[src/rtl/itlb_lru_pkg.sv]
package itlb_lru_pkg;
   localparam int LRU_W = 6;
   localparam int WAYS  = 4;
   localparam int IDX_W = $clog2(WAYS);

   // Field bit f[5..0] corresponds to control word bits 31..26.
   function automatic logic [LRU_W-1:0] match_mask(input logic [IDX_W-1:0] w);
      case (w)
         2'd0:    return 6'b111000;
         2'd1:    return 6'b100110;
         2'd2:    return 6'b010101;
         default: return 6'b001011;
      endcase
   endfunction

   function automatic logic [LRU_W-1:0] match_value(input logic [IDX_W-1:0] w);
      case (w)
         2'd0:    return 6'b111000;
         2'd1:    return 6'b000010;
         2'd2:    return 6'b000101;
         default: return 6'b000000;
      endcase
   endfunction

   function automatic logic [LRU_W-1:0] touch_set(input logic [IDX_W-1:0] w);
      case (w)
         2'd0:    return 6'b000000;
         2'd1:    return 6'b100000;
         2'd2:    return 6'b010100;
         default: return 6'b001011;
      endcase
   endfunction

   function automatic logic [LRU_W-1:0] touch_clear(input logic [IDX_W-1:0] w);
      case (w)
         2'd0:    return 6'b111000;
         2'd1:    return 6'b000110;
         2'd2:    return 6'b000001;
         default: return 6'b000000;
      endcase
   endfunction
endpackage

[src/rtl/itlb_lru_next.sv]
module itlb_lru_next
   import itlb_lru_pkg::*;
(
   input  logic [LRU_W-1:0] age_i,
   input  logic             touch_i,
   input  logic [IDX_W-1:0] way_i,
   output logic [LRU_W-1:0] age_o
);
   logic [LRU_W-1:0] set_tab [WAYS];
   logic [LRU_W-1:0] clr_tab [WAYS];
   logic [LRU_W-1:0] set_m, clr_m;

   for (genvar g = 0; g < WAYS; g++) begin : g_tab
      assign set_tab[g] = touch_set(IDX_W'(g));
      assign clr_tab[g] = touch_clear(IDX_W'(g));
   end

   always_comb begin
      set_m = '0;
      clr_m = '0;
      if (touch_i) begin
         set_m = set_tab[way_i];
         clr_m = clr_tab[way_i];
      end
      age_o = (age_i & ~clr_m) | set_m;
   end
endmodule

[src/rtl/itlb_lru_victim.sv]
module itlb_lru_victim
   import itlb_lru_pkg::*;
#(
   parameter bit ONEHOT_ENCODE = 1'b1
)(
   input  logic [LRU_W-1:0] age_i,
   output logic [IDX_W-1:0] victim_o,
   output logic             none_o
);
   logic [WAYS-1:0] hit;

   for (genvar g = 0; g < WAYS; g++) begin : g_hit
      assign hit[g] = ((age_i & match_mask(IDX_W'(g))) == match_value(IDX_W'(g)));
   end

   if (ONEHOT_ENCODE) begin : g_or_enc
      // The match patterns are mutually exclusive, so an OR of indices suffices.
      always_comb begin
         victim_o = '0;
         for (int w = 0; w < WAYS; w++)
            if (hit[w]) victim_o = victim_o | IDX_W'(w);
      end
   end else begin : g_prio_enc
      always_comb begin
         victim_o = '0;
         for (int w = WAYS - 1; w >= 0; w--)
            if (hit[w]) victim_o = IDX_W'(w);
      end
   end

   assign none_o = ~|hit;
endmodule

[src/rtl/itlb_lru_tracker.sv]
module itlb_lru_tracker
   import itlb_lru_pkg::*;
#(
   parameter int              REG_W         = 32,
   parameter int              FIELD_LSB     = 26,
   parameter logic [REG_W-1:0] RESET_VAL    = '0,
   parameter bit              ONEHOT_ENCODE = 1'b1
)(
   input  logic             clk,
   input  logic             rst_n,
   input  logic             acc_valid,
   input  logic [1:0]       acc_way,
   input  logic             sw_wr_en,
   input  logic [31:0]      sw_wr_data,
   output logic [31:0]      ctl_word,
   output logic [1:0]       victim_way,
   output logic             pattern_err
);
   localparam int FIELD_MSB = FIELD_LSB + LRU_W - 1;

   if (FIELD_MSB >= REG_W) begin : g_bad_field
      $error("age field does not fit in the control word");
   end
   if (REG_W != 32) begin : g_bad_width
      $error("control word must be 32 bits wide");
   end
   if (WAYS != 4) begin : g_bad_ways
      $error("tracker supports exactly four ways");
   end

   logic [REG_W-1:0] ctl_q, ctl_d;
   logic [LRU_W-1:0] age_q, age_nxt;

   assign age_q = ctl_q[FIELD_MSB:FIELD_LSB];

   itlb_lru_next u_next (
      .age_i   (age_q),
      .touch_i (acc_valid),
      .way_i   (acc_way),
      .age_o   (age_nxt)
   );

   itlb_lru_victim #(.ONEHOT_ENCODE(ONEHOT_ENCODE)) u_victim (
      .age_i    (age_q),
      .victim_o (victim_way),
      .none_o   (pattern_err)
   );

   always_comb begin
      ctl_d = ctl_q;
      if (sw_wr_en) ctl_d = sw_wr_data;
      else          ctl_d[FIELD_MSB:FIELD_LSB] = age_nxt;
   end

   always_ff @(posedge clk) begin
      if (!rst_n) ctl_q <= RESET_VAL;
      else        ctl_q <= ctl_d;
   end

   assign ctl_word = ctl_q;


   touch0_chk: assert property (@(posedge clk) disable iff (!rst_n)
      (acc_valid && !sw_wr_en && acc_way == 2'd0) |=>
      (ctl_word[31:29] == 3'b000 && ctl_word[28:26] == $past(ctl_word[28:26])));

   touch1_chk: assert property (@(posedge clk) disable iff (!rst_n)
      (acc_valid && !sw_wr_en && acc_way == 2'd1) |=>
      (ctl_word[31] && ctl_word[28:27] == 2'b00 &&
       ctl_word[30:29] == $past(ctl_word[30:29]) && ctl_word[26] == $past(ctl_word[26])));

   touch2_chk: assert property (@(posedge clk) disable iff (!rst_n)
      (acc_valid && !sw_wr_en && acc_way == 2'd2) |=>
      (ctl_word[30] && ctl_word[28] && !ctl_word[26] &&
       ctl_word[31] == $past(ctl_word[31]) && ctl_word[29] == $past(ctl_word[29]) &&
       ctl_word[27] == $past(ctl_word[27])));

   touch3_chk: assert property (@(posedge clk) disable iff (!rst_n)
      (acc_valid && !sw_wr_en && acc_way == 2'd3) |=>
      (ctl_word[29] && ctl_word[27] && ctl_word[26] &&
       ctl_word[31:30] == $past(ctl_word[31:30]) && ctl_word[28] == $past(ctl_word[28])));

   low_bits_chk: assert property (@(posedge clk) disable iff (!rst_n)
      !sw_wr_en |=> (ctl_word[25:0] == $past(ctl_word[25:0])));

   sw_load_chk: assert property (@(posedge clk) disable iff (!rst_n)
      sw_wr_en |=> (ctl_word == $past(sw_wr_data)));

   idle_hold_chk: assert property (@(posedge clk) disable iff (!rst_n)
      (!sw_wr_en && !acc_valid) |=> $stable(ctl_word));

   fresh_not_victim_chk: assert property (@(posedge clk) disable iff (!rst_n)
      (acc_valid && !sw_wr_en) |=> (pattern_err || victim_way != $past(acc_way)));
endmodule

[config.mk]
export PLATFORM = sky130hd
export DESIGN_NAME = itlb_lru_tracker
export DESIGN_NICKNAME = d
export VERILOG_FILES = /design/src/rtl/itlb_lru_pkg.sv /design/src/rtl/itlb_lru_next.sv /design/src/rtl/itlb_lru_victim.sv /design/src/rtl/itlb_lru_tracker.sv
export SDC_FILE = /design/constraint.sdc
export NUM_CORES = 1
export LEC_CHECK = 0
export ABC_CLOCK_PERIOD_IN_PS = 1800
export BUFFER_PORTS_ARGS = -buffer_cell sky130_fd_sc_hd__buf_4
export CAP_MARGIN = 5
export CORE_ASPECT_RATIO = 0.7
export CORE_MARGIN = 4
export CORE_UTILIZATION = 46
export DETAILED_ROUTE_END_ITERATION = 12
export GPL_TIMING_DRIVEN = 0
export PLACE_DENSITY = 0.83
export SLEW_MARGIN = 20
export SYNTH_ARGS = -nofsm -noshare
export SYNTH_HDL_FRONTEND = slang
export SYNTH_SLANG_ARGS = --single-unit
[constraint.sdc]
create_clock -name clk -period 1.8 [get_ports clk]
set_input_delay 0.36 -clock clk [delete_from_list [all_inputs] [get_ports clk]]
set_output_delay 0.36 -clock clk [all_outputs]
set_load 0.01 [all_outputs]
==> results of run 1 <==
[layer usage]
layer | global-route usage | vias to the layer above | wire (um)
met1 | 0.1873 | 536 | 1267
met4 | 0.07188 | 0 | 57
met2 | 0.3125 | 50 | 1673
met5 | 0 | - | 0
met3 | 0.1034 | 8 | 307
li1 | - | 580 | -
[final cells by class]
type | instances | area (sq um) | area share
sequential | 32 | 640.6 | 0.3228
multi-input combinational | 86 | 621.8 | 0.3134
timing repair buffer | 71 | 533.0 | 0.2686
clock buffer | 6 | 82.58 | 0.04161
buffer | 6 | 50.05 | 0.02522
tap | 34 | 42.54 | 0.02144
clock inverter | 2 | 10.01 | 0.005044
inverter | 1 | 3.754 | 0.001892
[cells in the mapped netlist (3+ instances only)]
cell type and n:
o21ai_0 6, nor2b_1 26, nor2_1 3, clkbuf_1 3, mux2i_1 28, a21oi_1 9
nand2_1 5, dfxtp_1 32
[report_power, final]
| part | total (mW) | switching [mW] | leakage [nW] | internal [mW] |
|---|---|---|---|---|
| Clock | 0.559 | 0.254 | 0.0510 | 0.304 |
| Sequential | 0.785 | 0.0313 | 0.265 | 0.754 |
| Combinational | 0.315 | 0.130 | 0.666 | 0.185 |
[metrics by stage]
stage	utilization	worst slack, ns	instance area, sq um	instances
2_1_floorplan	-	0.4833	1316	125
5_1_grt	0.7662	0.03018	1984	238
3_3_place_gp	0.7304	0.4560	1892	230
6_report	0.7662	0.1187	1984	238
4_1_cts	0.7662	0.1293	1984	238
3_5_place_dp	0.7304	0.4374	1892	230
[worst register-to-register path: stages, from the launching register on]
cell	delay, ns
dfxtp_1	0.35
a21o_1	0.18
a221oi_2	0.26
nor2_1	0.07
[kinds of logic (layout without fill, tap and decap cells)]
kind of cell | after synthesis | in the layout | share of synthesized area
buffers and inverters | 7 | 86 | 0.04087
and+or+nand+nor | 40 | 40 | 0.1778
AOI/OAI and AO/OA | 18 | 18 | 0.08175
DFF | 32 | 32 | 0.4867
muxes | 28 | 28 | 0.2129
[path summary, 6_finish.rpt]
path                                  from                  endpoint  slack, ns  depth (start not counted)
setup / recovery   ctl_word[29]$_SDFF_PN0_               pattern_err       0.12                          4
hold / removal              sw_wr_data[29]   ctl_word[29]$_SDFF_PN0_       0.33                          3
setup reg to reg   ctl_word[29]$_SDFF_PN0_   ctl_word[29]$_SDFF_PN0_       0.84                          3
hold reg to reg   ctl_word[6]$_SDFFE_PN0P_  ctl_word[6]$_SDFFE_PN0P_       0.52                          2
==> results.cfg, run 1 <==
[outcome]
status = finished clean

[die]
start_util = 0.5082
dieArea_sq_um = 3795
ioPinCount = 73
rows = 15
core_area_sq_um = 2590
die_w_um = 71.94
die_h_um = 52.76

[logic_synthesis]
synth_top_area_frac = 0.4867
ys.flop_type = dfxtp_1
synth_cells = 125
synth.distinct_cells = 21
synth_top_area_cell = dfxtp_1
yosys-top-cells-area = dfxtp_1 49%, mux2i_1 21%, nor2b_1 12%, a21oi_1 3.4%, o21ai_0 2.3%
syn-num-nets = 163
synth_area_sq_um = 1316
seq_area_frac_synth = 0.4867
synth_edf_count = 0
synth-seq-cells = 32
ys_warn_count = 0
ys_async_sr_fraction = 0
avgSynthCellArea_sq_um = 10.53

[routing]
wl_per_cell_um = 13.89
drt-pass1-iter-count = 4
routed_via_density = 4.933
drt_iter0_drc = 34
drc_errors = 0
final_antenna_net_count = 0
drt-total-wl_um = 3306
vias = 1174

[grt]
overflow = 0
track_usage = 0.1830
grt_max_degree = 11
grt_pass1_vias = 1166
antenna_found_initial = 0
grt_pass1_wl_um = 5175

[clock_network]
cts_max_path_buffers = 2
htree_levels = 2
cts_resized = 0
cts_root_buf = clkbuf_8
cts_hold_buf = 0
cts_buffers = 5
cts_tree = built
clock_latency_ns = 0.28
cts.sinks = 32
clk_pin_slew_ns = 0.06
cts_setup_buffers = 0

[layout]
largest_reg_flops = 32
nFillCells = 182
fin_nets = 241
drive_above_1_share = 0.4167
antenna_cells = 0
area_growth_pct = 50.76
layout_commonest_cell = buf_4
layout_common_cells = 72 x buf_4, 32 x dfxtp_1, 28 x mux2i_1

[sta]
fmax_mhz = 594.8
setup_violations = 0
tns_ns = 0
finalCritPeriodShare = 0.9341
holdWs_ns = 0.3254
worst_pin_slew_ns = 0.3524
hold_viol = 0
rsz0062_at_grt = no
clock_skew_ns = 0
post-route-min-period_ns = 1.681
slew_violations = 0
slew_headroom = 0.7651

[min_path]
hp-class = primary input to register

[worst_setup_path]
worstPathMaxFanout = 5
cp_cell_sequence = or3_1, nand2_1, nor2_1, buf_4
crit_type = register to output pin
max_stage_delay_ns = 0.40
start_kind = register
cp_slowest_cell = or3_1
worstPathRequired_ns = 1.44
cp.arrival_ns = 1.32
crit_buf_inv = 1
cp-end-kind = output pin
crit_family = simple AND/OR/NAND/NOR gates

[place]
place_hpwl_um = 2615
port_buffers = 71
gp_congestion = 0.8580

[power_and_ir_drop]
powerDensity_nw_per_um2 = 835.8
power.leakage_nw = 0.9814
p_total_mw = 1.659
vdd.ir_drop.worst_v = 0.0005674

[run]
cap_viol_max_count = 0
(Power assumes the default switching activity.)
==> run 2, diff against run 1 <==
- CORE_UTILIZATION: 46 -> 49
- CTS_BUF_LIST: unset -> sky130_fd_sc_hd__clkbuf_4
- PLACE_DENSITY: 0.83 -> 0.87
- REMOVE_ABC_BUFFERS: unset -> 1
==> run 2 against run 1 <==
- first-iteration DRC count rose by 74%
- die area fell by 5.3%
- combinational power fell by 3%
- sequential cell count did not move
- via count fell by 1.8%
- power fell by 13%
- final cell count fell by 2.5%
- cell area fell by 4.5%
- sequential power barely moved
- sequential share of layout area rose by 1.5 points
- clock skew did not move
- count of clock-buffer cells in the layout fell by 1
==> results.cfg, run 2 (synthesized netlist as in run 1, its figures left out) <==
[outcome]
status = finished clean

[routing]
final_antenna_net_count = 0
routed_via_density = 4.970
drt_iter0_drc = 59
drt-total-wl_um = 3239
drt-pass1-iter-count = 4
wl_per_cell_um = 13.96
drc_errors = 0
vias = 1153

[min_path]
hp-class = primary input to register

[layout]
drive_above_1_share = 0.4040
largest_reg_flops = 32
antenna_cells = 0
layout_commonest_cell = buf_4
nFillCells = 183
seq_area_sq_um = 640.6
fin_area_sq_um = 1894
fin_nets = 236
area_growth_pct = 43.92
multi_input_area_sq_um = 621.8
layout_common_cells = 72 x buf_4, 32 x dfxtp_1, 28 x mux2i_1

[run]
cap_viol_max_count = 0

[die]
die_w_um = 69.95
dieArea_sq_um = 3593
core_area_sq_um = 2515
die_h_um = 51.37
ioPinCount = 73
rows = 15
start_util = 0.5234

[grt]
grt_pass1_vias = 1241
antenna_found_initial = 0
grt_max_degree = 33
grt_pass1_wl_um = 5444
track_usage = 0.1985
overflow = 0

[worst_setup_path]
max_stage_delay_ns = 0.40
cp-end-kind = output pin
worstPathRequired_ns = 1.44
start_kind = register
cp_cell_sequence = or3_1, nand2_1, nor2_1, buf_4
worstPathMaxFanout = 5
regToRegSetupSlack_ns = 0.84
crit_start = ctl_word[29]$_SDFF_PN0_
setup.worst_path.end = pattern_err
rr_startpoint = ctl_word[29]$_SDFF_PN0_
cp_slowest_cell = or3_1
r2r_end = ctl_word[29]$_SDFF_PN0_
cp.arrival_ns = 1.37
crit_type = register to output pin
reg2regPathDepth = 3

[clock_network]
cts.sinks = 32
cts_tree = built
cts_buffers = 5
cts_resized = 0
htree_levels = 2
clk_pin_slew_ns = 0.09
cts_max_path_buffers = 2
clock_latency_ns = 0.32
cts_root_buf = clkbuf_4
cts_setup_buffers = 0
cts_hold_buf = 0

[sta]
rsz0062_at_grt = no
post-route-min-period_ns = 1.728
slew_violations = 0
slew_headroom = 0.6872
setup_violations = 0
worst_pin_slew_ns = 0.4692
tns_ns = 0
clock_skew_ns = 0
fmax_mhz = 578.7
finalCritPeriodShare = 0.9600
hold_viol = 0

[power_and_ir_drop]
power.leakage_nw = 0.9375
p_total_mw = 1.444
vdd.ir_drop.worst_v = 0.0005053
powerDensity_nw_per_um2 = 762.2

[place]
port_buffers = 72
gp_congestion = 0.8078
place_hpwl_um = 2477
place_area_sq_um = 1849
## run 2: cell types whose count changed in the layout (fill, tap and decap cells not counted), sizes merged
cell,before,now
clkbuf,9,5
buf,74,72
## run 2: layer usage
metal,wire length (um),GRT usage,vias up
li1,-,-,572
met1,1184,0.1859,530
met2,1633,0.3589,46
met3,368,0.1139,5
met4,53,0.08280,0
met5,0,0,-
## run 2: how the worst min path moves through the flow
stage	endpoint	cells after the start	slack (ns)	from
after floorplan	ctl_word[29]$_SDFF_PN0_	2	0.49	sw_wr_en
after detailed placement	ctl_word[12]$_SDFFE_PN0P_	2	0.51	ctl_word[12]$_SDFFE_PN0P_
after global placement	ctl_word[12]$_SDFFE_PN0P_	2	0.50	ctl_word[12]$_SDFFE_PN0P_
after CTS	ctl_word[29]$_SDFF_PN0_	3	0.28	sw_wr_data[29]
after global routing	ctl_word[29]$_SDFF_PN0_	3	0.29	sw_wr_data[29]
final	ctl_word[18]$_SDFFE_PN0P_	3	0.29	sw_wr_data[18]
## run 2: through the flow
| stage | instances | hold slack, ns | utilization | setup slack (ns) |
|---|---|---|---|---|
| 5_1_grt | 232 | 0.2898 | 0.7532 | 0.007621 |
| 4_1_cts | 232 | 0.2769 | 0.7532 | 0.06582 |
| 3_5_place_dp | 225 | 0.5137 | 0.7353 | 0.4330 |
| 2_1_floorplan | 119 | 0.4872 | - | 0.4833 |
| 6_report | 232 | 0.2890 | 0.7532 | 0.07204 |
| 3_3_place_gp | 225 | 0.4973 | 0.7353 | 0.4544 |
## run 2: final cells by class
type / count / area share
Clock buffer: 5 / 0.01982
Inverter: 1 / 0.001982
Tap cell: 34 / 0.02246
Clock inverter: 2 / 0.003963
Timing Repair Buffer: 72 / 0.2853
Sequential cell: 32 / 0.3382
Multi-Input combinational cell: 86 / 0.3283
## run 2: worst max-delay path, delay by kind of cell, from the launching register on
kind	cells	cell delay, ns
AND/OR/NAND/NOR	3	0.54
flip-flops	1	0.36
buffers and inverters	1	0.14
## run 2: power by group
part	internal (mW)	switching [mW]
registers	0.753	0.0324
logic	0.177	0.128
clock network	0.136	0.218
total	1.07	0.378
==> run 3, diff against run 2 <==
- CTS_CLUSTER_DIAMETER: unset -> 200
- MAX_ROUTING_LAYER: unset -> met4
==> run 3 against run 2 <==
- global-route usage increased by 0.54 points
- power about the same
- via count about the same
- largest power group unchanged
- critical path type unchanged
- die area unchanged
- non-clock buffer count unchanged
- final cell count unchanged
- core utilization unchanged
- sequential cell count unchanged
- register-to-register slack about the same
- maximum frequency about the same
- count of clock-buffer cells in the layout unchanged
- clock power about the same
==> results.cfg, run 3 (synthesized netlist as in run 1, its figures left out) <==
[layout]
layout_common_cells = 72 x buf_4, 32 x dfxtp_1, 28 x mux2i_1
fin_nets = 236
layout_commonest_cell = buf_4
drive_above_1_share = 0.4040
area_growth_pct = 43.92
multi_input_area_sq_um = 621.8
nFillCells = 183
finalNonFillerCells = 232
antenna_cells = 0
largest_reg_flops = 32
seq_area_sq_um = 640.6

[sta]
tns_ns = 0
post-route-min-period_ns = 1.728
finalCritPeriodShare = 0.9600
rsz0062_at_grt = no
slew_headroom = 0.6873
fmax_mhz = 578.7
setup_violations = 0
worst_pin_slew_ns = 0.4690
holdWs_ns = 0.2889
hold_viol = 0
clock_skew_ns = 0
slew_violations = 0

[worst_setup_path]
cp.arrival_ns = 1.37
crit_type = register to output pin
start_kind = register
worstPathRequired_ns = 1.44
cp-end-kind = output pin
worstPathMaxFanout = 5

[routing]
drc_errors = 0
vias = 1154
wl_per_cell_um = 13.97
drt-pass1-iter-count = 4
drt_iter0_drc = 60
drt-total-wl_um = 3242
final_antenna_net_count = 0
routed_via_density = 4.974

[min_path]
hp-class = primary input to register

[clock_network]
cts_hold_buf = 0
cts_buffers = 5
clock_latency_ns = 0.32
cts_setup_buffers = 0
htree_levels = 2
cts_tree = built
cts_root_buf = clkbuf_4
clk_pin_slew_ns = 0.09
cts_resized = 0
cts.sinks = 32
cts_max_path_buffers = 2

[run]
cap_viol_max_count = 0

[die]
ioPinCount = 73
die_w_um = 69.95
dieArea_sq_um = 3593
rows = 15
die_h_um = 51.37
start_util = 0.5234
core_area_sq_um = 2515

[grt]
grt_max_degree = 33
grt_pass1_vias = 1242
grt_pass1_wl_um = 5451
antenna_found_initial = 0
overflow = 0
track_usage = 0.2039

[place]
gp_congestion = 0.8197
place_hpwl_um = 2477
port_buffers = 72
placedCellCount = 225

[outcome]
status = finished clean

[power_and_ir_drop]
powerDensity_nw_per_um2 = 762.6
power.leakage_nw = 0.9375
vdd.ir_drop.worst_v = 0.0005058
==> run 3: worst paths after layout <==
| path | start | endpoint | slack [ns] | cells after the start |
|---|---|---|---|---|
| max | ctl_word[29]$_SDFF_PN0_ | pattern_err | 0.07 | 4 |
| min | sw_wr_data[18] | ctl_word[18]$_SDFFE_PN0P_ | 0.29 | 3 |
| max reg2reg | ctl_word[29]$_SDFF_PN0_ | ctl_word[29]$_SDFF_PN0_ | 0.84 | 3 |
| min reg2reg | ctl_word[5]$_SDFFE_PN0P_ | ctl_word[5]$_SDFFE_PN0P_ | 0.53 | 2 |
==> run 3: routing by layer <==
| layer | routed length [um] | GRT usage |
|---|---|---|
| met1 | 1217 | 0.1918 |
| met2 | 1632 | 0.3574 |
| met3 | 338 | 0.1061 |
| met4 | 53 | 0.08280 |
| met5 | 0 | - |
==> run 3: power breakdown <==
group / total (mW) / internal, mW / switching (mW)
sequential: 0.785 / 0.753 / 0.0324
combinational: 0.305 / 0.177 / 0.128
clock: 0.355 / 0.136 / 0.219
total: 1.44 / 1.07 / 0.379
==> run 3: worst max-delay path, stage by stage (launching register included) <==
cell and delay, ns:
dfxtp_1 0.36, or3_1 0.40, nand2_1 0.09, nor2_1 0.05, buf_4 0.14
==> run 3: area by class of cell <==
cell class	instances	share of cell area
Clock inverter	2	0.003963
Timing Repair Buffer	72	0.2853
Inverter	1	0.001982
Sequential cell	32	0.3382
Clock buffer	5	0.01982
Tap cell	34	0.02246
Multi-Input combinational cell	86	0.3283
==> run 3: stage by stage <==
step	setup WS (ns)	instance area, sq um	utilization	total power [mW]
finish	0.07196	1894	0.7532	1.445
global route	0.007621	1894	0.7532	1.522
CTS	0.06582	1894	0.7532	1.458
detailed placement	0.4330	1849	0.7353	1.108
global placement	0.4544	1849	0.7353	1.093
floorplan	0.4833	1266	-	0.9168
